<file path="src/rtl/kbd_scan_pkg.sv">
package kbd_scan_pkg;

  typedef struct packed {
    logic step;   // advance the ring by one row
    logic latch;  // write the key code register and raise the strobe
  } kbdCtrl_t;

  typedef enum logic [1:0] {
    ST_SCAN   = 2'd0,
    ST_SETTLE = 2'd1,
    ST_HOLD   = 2'd2
  } kbdState_t;

endpackage

</file>
<file path="src/rtl/kbd_shift_seg.sv">
module kbd_shift_seg #(
  parameter int W = 4,
  parameter logic [W-1:0] INIT = '1
) (
  input  logic         clk,
  input  logic         rst,
  input  logic         step,
  input  logic         serIn,
  output logic [W-1:0] q,
  output logic         serOut
);

  always_ff @(posedge clk) begin
    if (rst) begin
      q <= INIT;
    end else if (step) begin
      q <= {q[W-2:0], serIn};
    end
  end

  assign serOut = q[W-1];

endmodule

</file>
<file path="src/rtl/kbd_scan_dp.sv">
module kbd_scan_dp
  import kbd_scan_pkg::*;
#(
  parameter int ROWS     = 8,
  parameter int COLS     = 8,
  parameter int SEG_W    = 4,
  parameter int TICK_DIV = 10000,
  localparam int ROW_W   = $clog2(ROWS),
  localparam int COL_W   = $clog2(COLS),
  localparam int CODE_W  = ROW_W + COL_W
) (
  input  logic              clk,
  input  logic              rst,
  input  kbdCtrl_t          ctrl,
  input  logic [COLS-1:0]   colIn,
  output logic [ROWS-1:0]   rowDrive,
  output logic              tick,
  output logic [COLS-1:0]   colActive,
  output logic [CODE_W-1:0] keyCode,
  output logic              keyValid
);

  localparam int NUM_SEG = ROWS / SEG_W;
  localparam int DIV_W   = (TICK_DIV > 1) ? $clog2(TICK_DIV) : 1;

  // scan tick divider
  logic [DIV_W-1:0] divCnt;

  always_ff @(posedge clk) begin
    if (rst) begin
      divCnt <= '0;
    end else if (divCnt == DIV_W'(TICK_DIV - 1)) begin
      divCnt <= '0;
    end else begin
      divCnt <= divCnt + 1'b1;
    end
  end

  assign tick = (divCnt == DIV_W'(TICK_DIV - 1));

  // ring of cascaded shift segments
  logic [NUM_SEG-1:0] segOut;

  for (genvar s = 0; s < NUM_SEG; s++) begin : gSeg
    localparam logic [SEG_W-1:0] SEG_INIT =
      (s == 0) ? {{(SEG_W-1){1'b1}}, 1'b0} : {SEG_W{1'b1}};
    logic segIn;
    if (s == 0) begin : gWrap
      assign segIn = segOut[NUM_SEG-1];
    end else begin : gChain
      assign segIn = segOut[s-1];
    end
    kbd_shift_seg #(.W(SEG_W), .INIT(SEG_INIT)) u_seg (
      .clk    (clk),
      .rst    (rst),
      .step   (ctrl.step),
      .serIn  (segIn),
      .q      (rowDrive[s*SEG_W +: SEG_W]),
      .serOut (segOut[s])
    );
  end

  // encoders
  logic [ROW_W-1:0] rowIdx;
  logic [COL_W-1:0] colIdx;

  assign colActive = ~colIn;

  always_comb begin
    rowIdx = '0;
    for (int r = 0; r < ROWS; r++) begin
      if (!rowDrive[r]) rowIdx = ROW_W'(r);
    end
  end

  always_comb begin
    colIdx = '0;
    for (int c = 0; c < COLS; c++) begin
      if (colActive[c]) colIdx = COL_W'(c);  // last hit = highest column
    end
  end

  // key code register and strobe
  always_ff @(posedge clk) begin
    if (rst) begin
      keyCode  <= '0;
      keyValid <= 1'b0;
    end else begin
      keyValid <= ctrl.latch;
      if (ctrl.latch) keyCode <= {rowIdx, colIdx};
    end
  end

  assert_one_row_low_R3: assert property (@(posedge clk) disable iff (rst)
    $countones(~rowDrive) == 1);

  assert_strobe_single_R8: assert property (@(posedge clk) disable iff (rst)
    keyValid |=> !keyValid);

  assert_code_quiet_R6: assert property (@(posedge clk) disable iff (rst)
    !keyValid |-> $stable(keyCode));

  if (TICK_DIV > 1) begin : gTickChk
    assert_tick_gap_R2: assert property (@(posedge clk) disable iff (rst)
      tick |=> !tick);
  end

endmodule

</file>
<file path="src/rtl/kbd_scan_ctrl.sv">
module kbd_scan_ctrl
  import kbd_scan_pkg::*;
#(
  parameter int COLS      = 8,
  parameter int DEB_TICKS = 4,
  localparam int CNT_W    = $clog2(DEB_TICKS + 1)
) (
  input  logic            clk,
  input  logic            rst,
  input  logic            tick,
  input  logic [COLS-1:0] colActive,
  output kbdCtrl_t        ctrl
);

  kbdState_t       state;
  logic [COLS-1:0] colSnap;
  logic [CNT_W-1:0] stableCnt;
  logic            anyCol;
  logic            sameCols;

  assign anyCol   = |colActive;
  assign sameCols = (colActive == colSnap);

  always_comb begin
    ctrl.step  = tick && (state == ST_SCAN) && !anyCol;
    ctrl.latch = tick && (state == ST_SETTLE) && anyCol && sameCols &&
                 (stableCnt == CNT_W'(DEB_TICKS - 1));
  end

  always_ff @(posedge clk) begin
    if (rst) begin
      state     <= ST_SCAN;
      colSnap   <= '0;
      stableCnt <= '0;
    end else if (tick) begin
      case (state)
        ST_SCAN: begin
          if (anyCol) begin
            state     <= ST_SETTLE;
            colSnap   <= colActive;
            stableCnt <= CNT_W'(1);
          end
        end
        ST_SETTLE: begin
          if (!anyCol) begin
            state <= ST_SCAN;
          end else if (!sameCols) begin
            colSnap   <= colActive;
            stableCnt <= CNT_W'(1);
          end else if (ctrl.latch) begin
            state <= ST_HOLD;
          end else begin
            stableCnt <= stableCnt + 1'b1;
          end
        end
        ST_HOLD: begin
          if (!anyCol) state <= ST_SCAN;
        end
        default: state <= ST_SCAN;
      endcase
    end
  end

  assert_count_bound_R5: assert property (@(posedge clk) disable iff (rst)
    (state == ST_SETTLE) |-> (stableCnt != '0) && (stableCnt < CNT_W'(DEB_TICKS)));

  assert_hold_after_latch_R9: assert property (@(posedge clk) disable iff (rst)
    ctrl.latch |=> (state == ST_HOLD));

  assert_no_step_off_scan_R4: assert property (@(posedge clk) disable iff (rst)
    (state != ST_SCAN) |-> !ctrl.step);

endmodule

</file>
<file path="src/rtl/kbd_scan_encoder.sv">
module kbd_scan_encoder
  import kbd_scan_pkg::*;
#(
  parameter int ROWS      = 8,
  parameter int COLS      = 8,
  parameter int SEG_W     = 4,
  parameter int TICK_DIV  = 10000,
  parameter int DEB_TICKS = 4,
  localparam int CODE_W   = $clog2(ROWS) + $clog2(COLS)
) (
  input  logic              clk,
  input  logic              rst,
  input  logic [COLS-1:0]   colIn,
  output logic [ROWS-1:0]   rowDrive,
  output logic [CODE_W-1:0] keyCode,
  output logic              keyValid
);

  kbdCtrl_t        ctrl;
  logic            tick;
  logic [COLS-1:0] colActive;

  kbd_scan_ctrl #(.COLS(COLS), .DEB_TICKS(DEB_TICKS)) u_ctrl (
    .clk       (clk),
    .rst       (rst),
    .tick      (tick),
    .colActive (colActive),
    .ctrl      (ctrl)
  );

  kbd_scan_dp #(
    .ROWS(ROWS), .COLS(COLS), .SEG_W(SEG_W), .TICK_DIV(TICK_DIV)
  ) u_dp (
    .clk       (clk),
    .rst       (rst),
    .ctrl      (ctrl),
    .colIn     (colIn),
    .rowDrive  (rowDrive),
    .tick      (tick),
    .colActive (colActive),
    .keyCode   (keyCode),
    .keyValid  (keyValid)
  );

  assert_stop_on_press_R4: assert property (@(posedge clk) disable iff (rst)
    (tick && (|colActive)) |=> $stable(rowDrive));

  assert_still_between_ticks_R2: assert property (@(posedge clk) disable iff (rst)
    !tick |=> $stable(rowDrive));

endmodule

</file>
<file path="config.mk">
export PLATFORM = sky130hd
export DESIGN_NAME = kbd_scan_encoder
export DESIGN_NICKNAME = d
export VERILOG_FILES = /design/src/rtl/kbd_scan_pkg.sv /design/src/rtl/kbd_shift_seg.sv /design/src/rtl/kbd_scan_dp.sv /design/src/rtl/kbd_scan_ctrl.sv /design/src/rtl/kbd_scan_encoder.sv
export SDC_FILE = /design/constraint.sdc
export NUM_CORES = 1
export LEC_CHECK = 0
export BUFFER_PORTS_ARGS = -buffer_cell sky130_fd_sc_hd__buf_2
export CAP_MARGIN = 20
export CORE_UTILIZATION = 55
export CTS_BUF_LIST = sky130_fd_sc_hd__clkbuf_4
export CTS_CLUSTER_SIZE = 12
export DETAILED_ROUTE_END_ITERATION = 8
export GPL_TIMING_DRIVEN = 0
export PLACE_DENSITY = 0.78
export SLEW_MARGIN = 5
export SYNTH_ARGS = -nofsm -noshare
export SYNTH_HDL_FRONTEND = slang
export SYNTH_SLANG_ARGS = --single-unit
</file>
<file path="constraint.sdc">
create_clock -name clk -period 2.5 [get_ports clk]
set_clock_uncertainty 0.05 [all_clocks]
set_input_delay 0.5 -clock clk [delete_from_list [all_inputs] [get_ports clk]]
set_output_delay 0.5 -clock clk [all_outputs]
set_load 0.01 [all_outputs]
</file>
==> results of run 1 <==
## cells in the final DEF (no fill, tap or decap), drive strengths merged
| cell | Yosys | routed |
|---|---|---|
| a22o | 1 | 1 |
| ha | 3 | 3 |
| nand2b | 3 | 3 |
| o211ai | 1 | 1 |
| a21boi | 1 | 1 |
| or2 | 2 | 2 |
| or3 | 1 | 1 |
| mux2i | 7 | 7 |
| nor2b | 8 | 8 |
| a311oi | 1 | 1 |
| buf | 5 | 29 |
| or4 | 1 | 1 |
| nor2 | 32 | 32 |
| and2 | 1 | 1 |
| and3b | 1 | 1 |
| bufinv | 0 | 1 |
| nand3 | 15 | 15 |
| dfxtp | 42 | 42 |
| xor2 | 7 | 7 |
| nor3 | 2 | 2 |
| o311ai | 1 | 1 |
| xnor2 | 13 | 13 |
| clkbuf | 4 | 9 |
| o32ai | 2 | 2 |
| inv | 13 | 13 |
| and3 | 7 | 7 |
| nor4 | 4 | 4 |
| a21oi | 12 | 12 |
| nand4 | 4 | 4 |
| and4bb | 1 | 1 |
| nand2 | 5 | 5 |
| a211o | 8 | 8 |
| o21ai | 9 | 9 |
| clkinv | 0 | 1 |
## worst register-to-register path, cell delays in order, from the launching register on
cell and delay [ns]:
dfxtp_1 0.37, ha_1 0.18, and3_1 0.30, nand4_4 0.20, nor4_4 0.34, buf_4 0.25, nor2b_1 0.06, a211o_1 0.25
## metrics by stage
step	std cells	total power (W)	util, %	worst slack [ns]
after global routing	294	0.00119	65.9	0.266
after floorplan	217	0.000722	-	0.593
after global placement	287	0.000743	63.8	0.355
after CTS	294	0.00115	65.9	0.400
final	294	0.00114	65.9	0.400
after detailed placement	287	0.000744	63.8	0.334
## logic make-up after synthesis
logic type	count (synthesis)
AND/OR/NAND/NOR	87
XOR/XNOR	20
multiplexers	7
AO/OA/AOI/OAI	36
buffers and inverters	22
adder cells (fa/ha/maj)	3
flip-flops	42
## registers in the layout, summed over array words and instances (netlist names)
| register | cells |
|---|---|
| u_dp.divCnt | 14 |
| u_dp.gSeg.u_seg.q | 8 |
| u_dp.keyCode | 6 |
| u_ctrl.stableCnt | 3 |
| u_dp.keyValid | 1 |
| u_ctrl.state | 2 |
| u_ctrl.colSnap | 8 |
## worst max path at each step
stage | startpoint | endpoint
after floorplan | u_dp.divCnt[0] | u_ctrl.stableCnt[0]
after global placement | colIn[7] | u_ctrl.state[1]
after detailed placement | colIn[1] | u_ctrl.state[1]
after CTS | u_dp.divCnt[0] | u_ctrl.stableCnt[0]
after global routing | u_dp.divCnt[0] | u_ctrl.colSnap[1]
final | u_dp.divCnt[0] | u_dp.gSeg[0].u_seg.q[3]
## power by group
| group | switching (W) | total, W | internal, W |
|---|---|---|---|
| logic | 0.0000343 | 0.0000532 | 0.0000188 |
| registers | 0.00000258 | 0.000676 | 0.000673 |
| clock network | 0.000210 | 0.000412 | 0.000202 |
| total | 0.000247 | 0.00114 | 0.000894 |
## final cells by class
class | count | area, um2
fillers | 299 | 1150
multi-input cells | 153 | 1050
flip-flops and latches | 42 | 841
repair buffers | 24 | 120
well taps | 46 | 57.6
inverters | 13 | 48.8
plain buffers | 9 | 46.3
clock buffers | 5 | 37.5
clock inverters | 2 | 33.8
## per-layer routing
| metal | global-route usage, % | vias to the layer above | wire length [um] |
|---|---|---|---|
| met5 | 0 | - | 0 |
| met4 | 4.76 | 0 | 35 |
| met3 | 7.45 | 4 | 130 |
| met2 | 31.9 | 19 | 1680 |
| met1 | 27.7 | 728 | 1780 |
| li1 | - | 809 | - |
==> qor.yml, run 1 <==
status:
  status: "finished clean"
place:
  gp_congestion: 0.774
  io_buffers: 24
  post-dp-hpwl_mm: 2.68
  place_area_mm2: 0.00216
logic_synthesis:
  synthMuxAreaShare_pct: 3.53
  syn_area_per_cell_um2: 9.15
  synth_common_cells: "42 x dfxtp_1, 32 x nor2_1, 14 x nand3_1, 13 x inv_1, 13 x xnor2_1"
  synth_top_family_by_area: "simple AND/OR/NAND/NOR gates"
  syn_inst: 217
  synth_nets: 230
  synth_cell_types: 39
  synth_edf_count: 0
  yosys.area_share.simple_pct: 26.0
  synth-main-ff-cell: "dfxtp_1"
  ys_seq_area_share_pct: 42.3
  postSynth.asyncResetShare_pct: 0
  yosysWarnings: 0
  yosysMostFrequentCell: "dfxtp_1"
  ys_ff_latch: 42
  syn_area_mm2: 0.00199
  synth.top_cells.by_area: "dfxtp_1 42%, nor2_1 6.0%, xnor2_1 5.7%"
  synth_compound_area_share_pct: 12.7
  synth_fa_ha_area_share_pct: 1.89
  synth.top_cell.area_share_pct: 42.3
  yosysTopAreaCell: "dfxtp_1"
  synthXorXnorAreaFrac_pct: 8.82
worst_setup_path:
  timing.rr.start: "u_dp.divCnt[0]"
  cp-end-kind: "register"
  worstPathCellList: "ha_1 > and3_1 > nand4_4 > nor4_4 > buf_4 > nor2b_1 > a211o_1"
  slowest_stage: "dfxtp_1"
  path_max_fanout: 10
  r2r_cells: 7
  cp.depth: 7
  reg2reg_to: "u_dp.gSeg[0].u_seg.q[3]"
  cp_slowest_stage_delay_ns: 0.37
  critPathKind: "reg2reg"
  cp.arrival_ns: 2.30
  crit_buf_inv: 1
  start_kind: "register"
  crit_required_ns: 2.70
  reg2reg_slack_ns: 0.40
  cp_top_family: "simple AND/OR/NAND/NOR gates"
global_routing:
  grt_max_degree: 13
  antenna_found_initial: 0
  track_usage_pct: 20.7
  grt-ovfl-total: 0
  grt_first_pass_wirelength_mm: 5.78
  grt_pass1_vias: 1295
sta:
  worst_slew_pin_slew_ns: 0.683
  layout_min_cycle_time_ns: 2.10
  period_share_pct: 84.0
  final_max_slew_viol_count: 0
  whs_ns: 0.403
  rsz0062_at_grt: "no"
  tns_ns: 0
  relSlewSlack_pct: 54.0
  fmax_ghz: 0.476
  setup_violations: 0
  finalHoldViolations: 0
clock_tree:
  cts_setup_buffers: 0
  tritoncts: "yes"
  clock_latency_ns: 0.35
  postCtsHoldBufs: 0
  path_clk_slew_ns: 0.12
  cts_sinks: 42
  cts_root_buf: "clkbuf_4"
  clock_path_buffers: 2
  cts_buffers: 5
  cts_resized: 0
  h-tree-depth: 2
drt:
  wire_per_inst_um: 12.3
  wirelength_mm: 3.62
  drcViolationCount: 0
  antenna_left: 0
  vias: 1560
  viasPerCell: 5.31
  drtIter0Drc: 65
  dr.pass1.iters: 4
die:
  die_h_um: 62.1
  ios: 25
  num_rows: 21
  coreArea_mm2: 0.00339
  start_util_pct: 58.6
  die_area_mm2: 0.00385
  die_x_um: 62.1
hold_path:
  min_from: "u_dp.divCnt[0]"
  min_to: "u_dp.divCnt[0]"
  min_path_type: "reg2reg"
  hold_path_depth: 1
cells_and_area:
  area_growth_pct: 12.5
  finish.instance_area_mm2: 0.00223
  drive_above_1_share_pct: 17.7
  nets: 261
  antenna_cells: 0
power:
  peakVddDrop_mv: 0.381
  p_leak_nw: 0.859
  powerDensity_mw_per_mm2: 510
flow_run:
  max_cap_viol_count: 0
Power figures use the tool's default switching activity.
==> run 2: changes to the inputs <==
--- a/config.mk
+++ b/config.mk
@@ -5,14 +5,15 @@
 export SDC_FILE = /design/constraint.sdc
 export NUM_CORES = 1
 export LEC_CHECK = 0
+export ABC_AREA = 1
 export BUFFER_PORTS_ARGS = -buffer_cell sky130_fd_sc_hd__buf_2
 export CAP_MARGIN = 20
-export CORE_UTILIZATION = 55
+export CORE_UTILIZATION = 54
 export CTS_BUF_LIST = sky130_fd_sc_hd__clkbuf_4
 export CTS_CLUSTER_SIZE = 12
 export DETAILED_ROUTE_END_ITERATION = 8
 export GPL_TIMING_DRIVEN = 0
-export PLACE_DENSITY = 0.78
+export PLACE_DENSITY = 0.8
 export SLEW_MARGIN = 5
 export SYNTH_ARGS = -nofsm -noshare
 export SYNTH_HDL_FRONTEND = slang
==> constraint.sdc (replaced) <==
create_clock -name clk -period 1.8 [get_ports clk]
set_clock_uncertainty 0.05 [all_clocks]
set_input_delay 0.36 -clock clk [delete_from_list [all_inputs] [get_ports clk]]
set_output_delay 0.36 -clock clk [all_outputs]
set_load 0.01 [all_outputs]
==> run 2 against run 1 <==
Against the previous run: sequential share of layout area down 1.8 points; utilization is 1.8 points lower; largest cell class unchanged; combinational power grew 61%; first-iteration DRC count increased by 31%; via count up 16%; setup slack worse by 0.24 ns; die area up 5.9%; critical endpoint is now u_ctrl.state[0]; flip-flop and latch count unchanged; register-to-register slack got worse by 0.24 ns; synthesized cell count grew 34%.
==> qor.yml, run 2 <==
worst_setup_path:
  worstSetupStartpoint: "u_dp.divCnt[1]"  # was u_dp.divCnt[0]
  cp_top_family: "simple AND/OR/NAND/NOR gates"  # unchanged
  timing.rr.start: "u_dp.divCnt[1]"  # was u_dp.divCnt[0]
  worstPathCellList: "ha_2 > nand3_2 > nor2_1 > nand2_1 > nor2_4 > nand3_4 > nand2_1 > nand3_1 > o211ai_1 > inv_1"  # was ha_1 > and3_1 > nand4_4 > nor4_4 > buf_4 > nor2b_1 > a211o_1
  cp.arrival_ns: 1.88  # was 2.30 ns
  crit_buf_inv: 1  # unchanged
  cp-end-kind: "register"  # unchanged
  crit_required_ns: 2.03  # was 2.70 ns
  start_kind: "register"  # unchanged
  reg2reg_slack_ns: 0.16  # was 0.40 ns
  slowest_stage: "dfxtp_1"  # unchanged
  cp_slowest_stage_delay_ns: 0.36  # was 0.37 ns
  cp_common_cell: "nand2_1"
  critPathKind: "reg2reg"  # unchanged
  path_max_fanout: 6  # was 10
  r2r_cells: 10  # was 7
  reg2reg_to: "u_ctrl.state[0]"  # was u_dp.gSeg[0].u_seg.q[3]
cells_and_area:
  fill_cells: 337  # was 299
  antenna_cells: 0  # unchanged
  postLayoutCoreUtil_pct: 64.1  # was 65.9%
  instances_no_fill: 371  # was 294
  final_common_cell: "nand2_1"  # was dfxtp_1
  layout_common_cells: "66 x nand2_1, 41 x dfxtp_1, 30 x inv_1, 30 x nor2_1, 25 x a21oi_1"  # was 42 x dfxtp_1, 32 x nor2_1, 25 x buf_2
  largest_reg_flops: 14  # unchanged
  regMostFlops: "u_dp.divCnt"  # unchanged
  reg_top3: "u_dp.divCnt x14, u_ctrl.colSnap x8, u_dp.gSeg.u_seg.q x8"  # unchanged
  drive_above_1_share_pct: 24.5  # was 17.7%
  area_growth_pct: 13.5  # was 12.5%
  nets: 335  # was 261
logic_synthesis:
  yosysMostFrequentCell: "nand2_1"  # was dfxtp_1
  postSynth.asyncResetShare_pct: 0  # unchanged
  synth_edf_count: 0  # unchanged
  synth-main-ff-cell: "dfxtp_1"  # unchanged
  syn_area_per_cell_um2: 7.11  # was 9.15 um2
  synth_common_cells: "68 x nand2_1, 42 x dfxtp_1, 31 x nor2_1, 30 x inv_1, 25 x a21oi_1"  # was 42 x dfxtp_1, 32 x nor2_1, 14 x nand3_1, 13 x inv_1, 13 x xnor2_1
  ys_seq_area_share_pct: 40.7  # was 42.3%
  synth.top_cell.area_share_pct: 40.7  # was 42.3%
  syn_inst: 291  # was 217
  synth_nets: 304  # was 230
  synth_cell_types: 29  # was 39
  syn_area_mm2: 0.00207  # was 0.00199 mm2
  yosysTopAreaCell: "dfxtp_1"  # unchanged
  yosysWarnings: 0  # unchanged
  synth.top_cells.by_area: "dfxtp_1 41%, nand2_1 12%, a21oi_1 6.0%"  # was dfxtp_1 42%, nor2_1 6.0%, xnor2_1 5.7%
  ys_ff_latch: 42  # unchanged
global_routing:
  antenna_found_initial: 0  # unchanged
  grt_max_degree: 17  # was 13
  grt_pass1_vias: 1588  # was 1295
  grt-ovfl-total: 0  # unchanged
  track_usage_pct: 20.8  # was 20.7%
  grt_first_pass_wirelength_mm: 6.71  # was 5.78 mm
place:
  gp_congestion: 0.861  # was 0.774
  dp.cells: 363  # was 287
  post-dp-hpwl_mm: 2.92  # was 2.68 mm
  io_buffers: 24  # unchanged
sta:
  fmax_ghz: 0.608  # was 0.476 GHz
  relSlewSlack_pct: 70.6  # was 54.0%
  final_max_slew_viol_count: 0  # unchanged
  worst_slew_pin_slew_ns: 0.441  # was 0.683 ns
  setup_violations: 0  # unchanged
  layout_min_cycle_time_ns: 1.64  # was 2.10 ns
  finalHoldViolations: 0  # unchanged
  period_share_pct: 91.4  # was 84.0%
die:
  die_area_mm2: 0.00408  # was 0.00385 mm2
  coreArea_mm2: 0.00366  # was 0.00339 mm2
  num_rows: 22  # was 21
  die_h_um: 63.9  # was 62.1 um
  ios: 25  # unchanged
  die_x_um: 63.9  # was 62.1 um
  start_util_pct: 56.5  # was 58.6%
clock_tree:
  cts_buffers: 5  # unchanged
  clock_path_buffers: 2  # unchanged
  clock_latency_ns: 0.37  # was 0.35 ns
  cts_root_buf: "clkbuf_4"  # unchanged
  path_clk_slew_ns: 0.15  # was 0.12 ns
  postCtsHoldBufs: 0  # unchanged
  tritoncts: "yes"  # unchanged
  cts_sinks: 42  # unchanged
  h-tree-depth: 2  # unchanged
drt:
  met2_length_mm: 1.83  # was 1.68 mm
  drtIter0Drc: 85  # was 65
  drcViolationCount: 0  # unchanged
  wirelength_mm: 3.92  # was 3.62 mm
  wl_met3_um: 97  # was 130 um
  antenna_left: 0  # unchanged
  wire_per_inst_um: 10.6  # was 12.3 um
  viasPerCell: 4.89  # was 5.31
  top_layer_used: "met4"  # unchanged
  vias: 1815  # was 1560
  met1_length_mm: 1.93  # was 1.78 mm
  dr.pass1.iters: 4  # unchanged
power:
  p_leak_nw: 1.13  # was 0.859 nW
  peakVddDrop_mv: 0.506  # was 0.381 mV
  powerDensity_mw_per_mm2: 659  # was 510 mW/mm2
status:
  status: "finished clean"  # unchanged
hold_path:
  min_path_type: "in2reg"  # was reg2reg
  hold_path_depth: 2  # was 1
  min_to: "u_ctrl.colSnap[2]"  # was u_dp.divCnt[0]
  min_from: "colIn[2]"  # was u_dp.divCnt[0]
flow_run:
  max_cap_viol_count: 0  # unchanged
==> run 2: cell count changes in the layout (fill, tap and decap cells not counted), moves of 10 or more <==
cell     delta
a21oi_1    +13
inv_1      +17
inv_2      +15
nand2_1    +61
o21ai_1    +10
xnor2_1    -12
==> run 2: layout make-up <==
type | count | area (um2) | share of cell area [%]
multi-input cells | 198 | 1050 | 44.9
flip-flops and latches | 42 | 842 | 35.9
inverters | 46 | 174 | 7.41
repair buffers | 24 | 120 | 5.12
well taps | 48 | 60.1 | 2.56
clock buffers | 5 | 37.5 | 1.60
plain buffers | 5 | 33.8 | 1.44
clock inverters | 3 | 26.3 | 1.12
==> run 2: repair_timing <==
item / CTS / global route
endpoints found under the setup margin: 0 / 10
resized for setup: 0 / 9
endpoints found under the hold margin: 0 / 0
buffers inserted: 0 / 0
==> run 2: logic make-up (layout without fill, tap and decap cells) <==
| kind of cell | after synthesis | after routing | share of synthesized area [%] |
|---|---|---|---|
| adder cells (fa/ha/maj) | 3 | 3 | 1.82 |
| AND/OR/NAND/NOR | 136 | 136 | 31.9 |
| buffers and inverters | 51 | 83 | 10.0 |
| AO/OA/AOI/OAI | 56 | 56 | 14.3 |
| flip-flops | 42 | 42 | 40.7 |
| XOR/XNOR | 3 | 3 | 1.27 |
==> run 2: worst max-delay path by stage <==
| stage | to | slack (ns) | depth (start not counted) |
|---|---|---|---|
| global placement | u_ctrl.stableCnt[0] | 0.11 | 10 |
| CTS | u_ctrl.stableCnt[2] | 0.04 | 9 |
| detailed placement | u_ctrl.stableCnt[0] | 0.08 | 10 |
| global route | u_ctrl.state[0] | -0.02 | 10 |
| floorplan | u_ctrl.stableCnt[0] | 0.29 | 10 |
| finish | u_ctrl.state[0] | 0.16 | 10 |
==> run 2: per-stage QoR <==
step           setup WS (ns)  power (W)  cell area, um2  TNS, ns  hold slack [ns]
6_report               0.155    0.00155            2350        0            0.147
5_1_grt              -0.0191    0.00161            2350  -0.0191            0.159
4_1_cts               0.0384    0.00156            2310        0            0.132
3_5_place_dp          0.0807    0.00105            2250        0            0.395
3_3_place_gp           0.109    0.00104            2250        0            0.379
2_1_floorplan          0.287    0.00101            2070        0            0.368
==> run 2: metal layers <==
metal  vias to the layer above  GRT usage (%)
met2                        18           33.6
li1                        985              -
met1                       807           27.0
met5                         -              0
met4                         0           6.82
met3                         5           5.36
==> run 2: report_power, final <==
| part | switching (W) | internal [W] | total, W |
|---|---|---|---|
| clock | 0.000352 | 0.000168 | 0.000520 |
| sequential | 0.00000458 | 0.000936 | 0.000940 |
| combinational | 0.0000561 | 0.0000296 | 0.0000858 |
==> run 3: changes to the inputs <==
--- a/config.mk
+++ b/config.mk
@@ -8,12 +8,12 @@
 export ABC_AREA = 1
 export BUFFER_PORTS_ARGS = -buffer_cell sky130_fd_sc_hd__buf_2
 export CAP_MARGIN = 20
-export CORE_UTILIZATION = 54
+export CORE_UTILIZATION = 55
 export CTS_BUF_LIST = sky130_fd_sc_hd__clkbuf_4
 export CTS_CLUSTER_SIZE = 12
 export DETAILED_ROUTE_END_ITERATION = 8
 export GPL_TIMING_DRIVEN = 0
-export PLACE_DENSITY = 0.8
+export PLACE_DENSITY = 0.78
 export SLEW_MARGIN = 5
 export SYNTH_ARGS = -nofsm -noshare
 export SYNTH_HDL_FRONTEND = slang
==> constraint.sdc (replaced) <==
create_clock -name clk -period 1.59 [get_ports clk]
set_clock_uncertainty 0.05 [all_clocks]
set_input_delay 0.318 -clock clk [delete_from_list [all_inputs] [get_ports clk]]
set_output_delay 0.318 -clock clk [all_outputs]
set_load 0.01 [all_outputs]
==> run 3 against run 2 <==
Against the previous run: global-route usage rose by 0.77 points; the run now ends with negative setup slack left; register-to-register slack got worse by 0.16 ns; power rose by 9.3%; critical path depth did not move; clock power fell by 3%; maximum frequency rose by 3.3%; non-clock buffer count rose by 8; first-iteration DRC count rose by 3.5%; cell area rose by 9.9%; setup slack got worse by 0.16 ns; highest routed layer unchanged; via count rose by 4.0%; largest power group unchanged.
==> qor.yml, run 3 (synthesis gave the netlist of run 2 again) <==
worst_setup_path:
  cp-end-kind: "register"  # unchanged
  timing.rr.start: "u_dp.divCnt[1]"  # unchanged
  crit_required_ns: 1.79  # was 2.03 ns
  reg2reg_slack_ns: -0.002  # was 0.16 ns
  cp.arrival_ns: 1.79  # was 1.88 ns
  path_max_fanout: 6  # unchanged
  r2r_cells: 10  # unchanged
  reg2reg_to: "u_ctrl.state[0]"  # unchanged
  critPathKind: "reg2reg"  # unchanged
  start_kind: "register"  # unchanged
clock_tree:
  clock_path_buffers: 2  # unchanged
  cts_sinks: 42  # unchanged
  postCtsHoldBufs: 0  # unchanged
  h-tree-depth: 2  # unchanged
  clock_latency_ns: 0.34  # was 0.37 ns
  path_clk_slew_ns: 0.12  # was 0.15 ns
  cts_buffers: 5  # unchanged
  cts_root_buf: "clkbuf_4"  # unchanged
  tritoncts: "yes"  # unchanged
sta:
  period_share_pct: 100  # was 91.4%
  setup_violations: 1  # was 0
  fmax_ghz: 0.628  # was 0.608 GHz
  setup_slack_ns: -0.00197  # was 0.155 ns
  finalHoldViolations: 0  # unchanged
  rsz0062_at_grt: "yes"
  tns_ns: -0.00197  # was 0 ns
  relSlewSlack_pct: 58.3  # was 70.6%
  worst_slew_pin_slew_ns: 0.626  # was 0.441 ns
  layout_min_cycle_time_ns: 1.59  # was 1.64 ns
  final_max_slew_viol_count: 0  # unchanged
cells_and_area:
  layout_common_cells: "62 x nand2_1, 28 x inv_1, 28 x dfxtp_1"  # was 66 x nand2_1, 41 x dfxtp_1, 30 x inv_1, 30 x nor2_1, 25 x a21oi_1
  largest_reg_flops: 14  # unchanged
  drive_above_1_share_pct: 39.3  # was 24.5%
  antenna_cells: 0  # unchanged
  regMostFlops: "u_dp.divCnt"  # unchanged
  postLayoutCoreUtil_pct: 74.4  # was 64.1%
  nets: 343  # was 335
  instances_no_fill: 377  # was 371
  finish.instance_area_mm2: 0.00258  # was 0.00235 mm2
  area_growth_pct: 24.7  # was 13.5%
  final_common_cell: "nand2_1"  # unchanged
  reg_top3: "u_dp.divCnt x14, u_ctrl.colSnap x8, u_dp.gSeg.u_seg.q x8"  # unchanged
power:
  p_leak_nw: 1.20  # was 1.13 nW
  report.power.total_w: 0.00169  # was 0.00155 W
  peakVddDrop_mv: 0.497  # was 0.506 mV
  powerDensity_mw_per_mm2: 655  # was 659 mW/mm2
place:
  post-dp-hpwl_mm: 2.84  # was 2.92 mm
  dp.cells: 361  # was 363
  place_area_mm2: 0.00225  # about the same
  io_buffers: 24  # unchanged
  gp_congestion: 0.809  # was 0.861
status:
  failed_checks: "negative setup slack"
  status: "complete, but fails checks"  # was finished clean
drt:
  dr.pass1.iters: 4  # unchanged
  vias: 1887  # was 1815
  viasPerCell: 5.01  # was 4.89
  wire_per_inst_um: 11.2  # was 10.6 um
  drtIter0Drc: 88  # was 85
  antenna_left: 0  # unchanged
  drcViolationCount: 0  # unchanged
  wirelength_mm: 4.22  # was 3.92 mm
hold_path:
  min_path_type: "in2reg"  # unchanged
  hold_path_depth: 2  # unchanged
  min_from: "colIn[2]"  # unchanged
  min_to: "u_ctrl.colSnap[2]"  # unchanged
global_routing:
  grt_first_pass_wirelength_mm: 6.80  # was 6.71 mm
  antenna_found_initial: 0  # unchanged
  grt_pass1_vias: 1620  # was 1588
  grt-ovfl-total: 0  # unchanged
  track_usage_pct: 21.6  # was 20.8%
  grt_max_degree: 13  # was 17
die:
  coreArea_mm2: 0.00347  # was 0.00366 mm2
  die_area_mm2: 0.00401  # was 0.00408 mm2
  num_rows: 21  # was 22
  ios: 25  # unchanged
  die_x_um: 63.3  # was 63.9 um
  start_util_pct: 59.6  # was 56.5%
  die_h_um: 63.3  # was 63.9 um
flow_run:
  max_cap_viol_count: 0  # unchanged
[run 3: report_power, final]
| part | leakage, nW | switching, W | internal, W |
|---|---|---|---|
| Combinational | 0.818 | 0.0000736 | 0.0000438 |
| Sequential | 0.346 | 0.00000707 | 0.00106 |
| Clock | 0.0331 | 0.000323 | 0.000184 |
[run 3: layer usage]
metal  track usage, %  share of wire, %  up-vias
met5                0                 0        -
met4             7.67               1.8        0
met3             5.43               3.0        8
met2             35.2                48       38
met1             27.4                47      841
li1                 -                 -     1000
[run 3: repair_timing]
action | in CTS | in global routing
setup endpoints to repair | 22 | 31
gates cloned | 0 | 1
setup buffers | 3 | 4
pin swaps | 5 | 15
resized for setup | 8 | 58
endpoints found under the hold margin | 0 | 0
[run 3: worst max-delay path, stage by stage (launching register included)]
cell and delay [ns]:
dfxtp_2 0.37, ha_4 0.16, nand3_4 0.11, nor2_4 0.10, nand2_2 0.09, nor2_4 0.16, nand3_4 0.14, nand2_2 0.13
nand3_2 0.06, o211ai_1 0.08, inv_1 0.05
[run 3: metrics by stage]
step           worst slack (ns)  hold slack, ns
3_3_place_gp             -0.106           0.380
4_1_cts                 0.00428           0.138
2_1_floorplan            0.0771           0.337
6_report               -0.00197           0.140
3_5_place_dp             -0.139           0.388
5_1_grt                  -0.105           0.130
[run 3: layout make-up]
| cell class | count | area [um2] |
|---|---|---|
| plain buffers | 5 | 37.5 |
| clock inverters | 2 | 8.76 |
| inverters | 46 | 180 |
| well taps | 46 | 57.6 |
| multi-input cells | 198 | 1190 |
| fillers | 278 | 888 |
| repair buffers | 32 | 198 |
| flip-flops and latches | 42 | 858 |
| clock buffers | 6 | 45.0 |
[run 3: how the worst max path moves through the flow]
stage / from / to / slack [ns]
after floorplan: u_dp.divCnt[0] / u_ctrl.stableCnt[0] / 0.08
after global placement: u_dp.divCnt[0] / u_ctrl.stableCnt[0] / -0.11
after detailed placement: u_dp.divCnt[0] / u_ctrl.stableCnt[0] / -0.14
after CTS: u_dp.divCnt[0] / u_dp.divCnt[13] / 0.004
after global routing: u_dp.divCnt[1] / u_ctrl.state[1] / -0.10
final: u_dp.divCnt[1] / u_ctrl.state[0] / -0.002
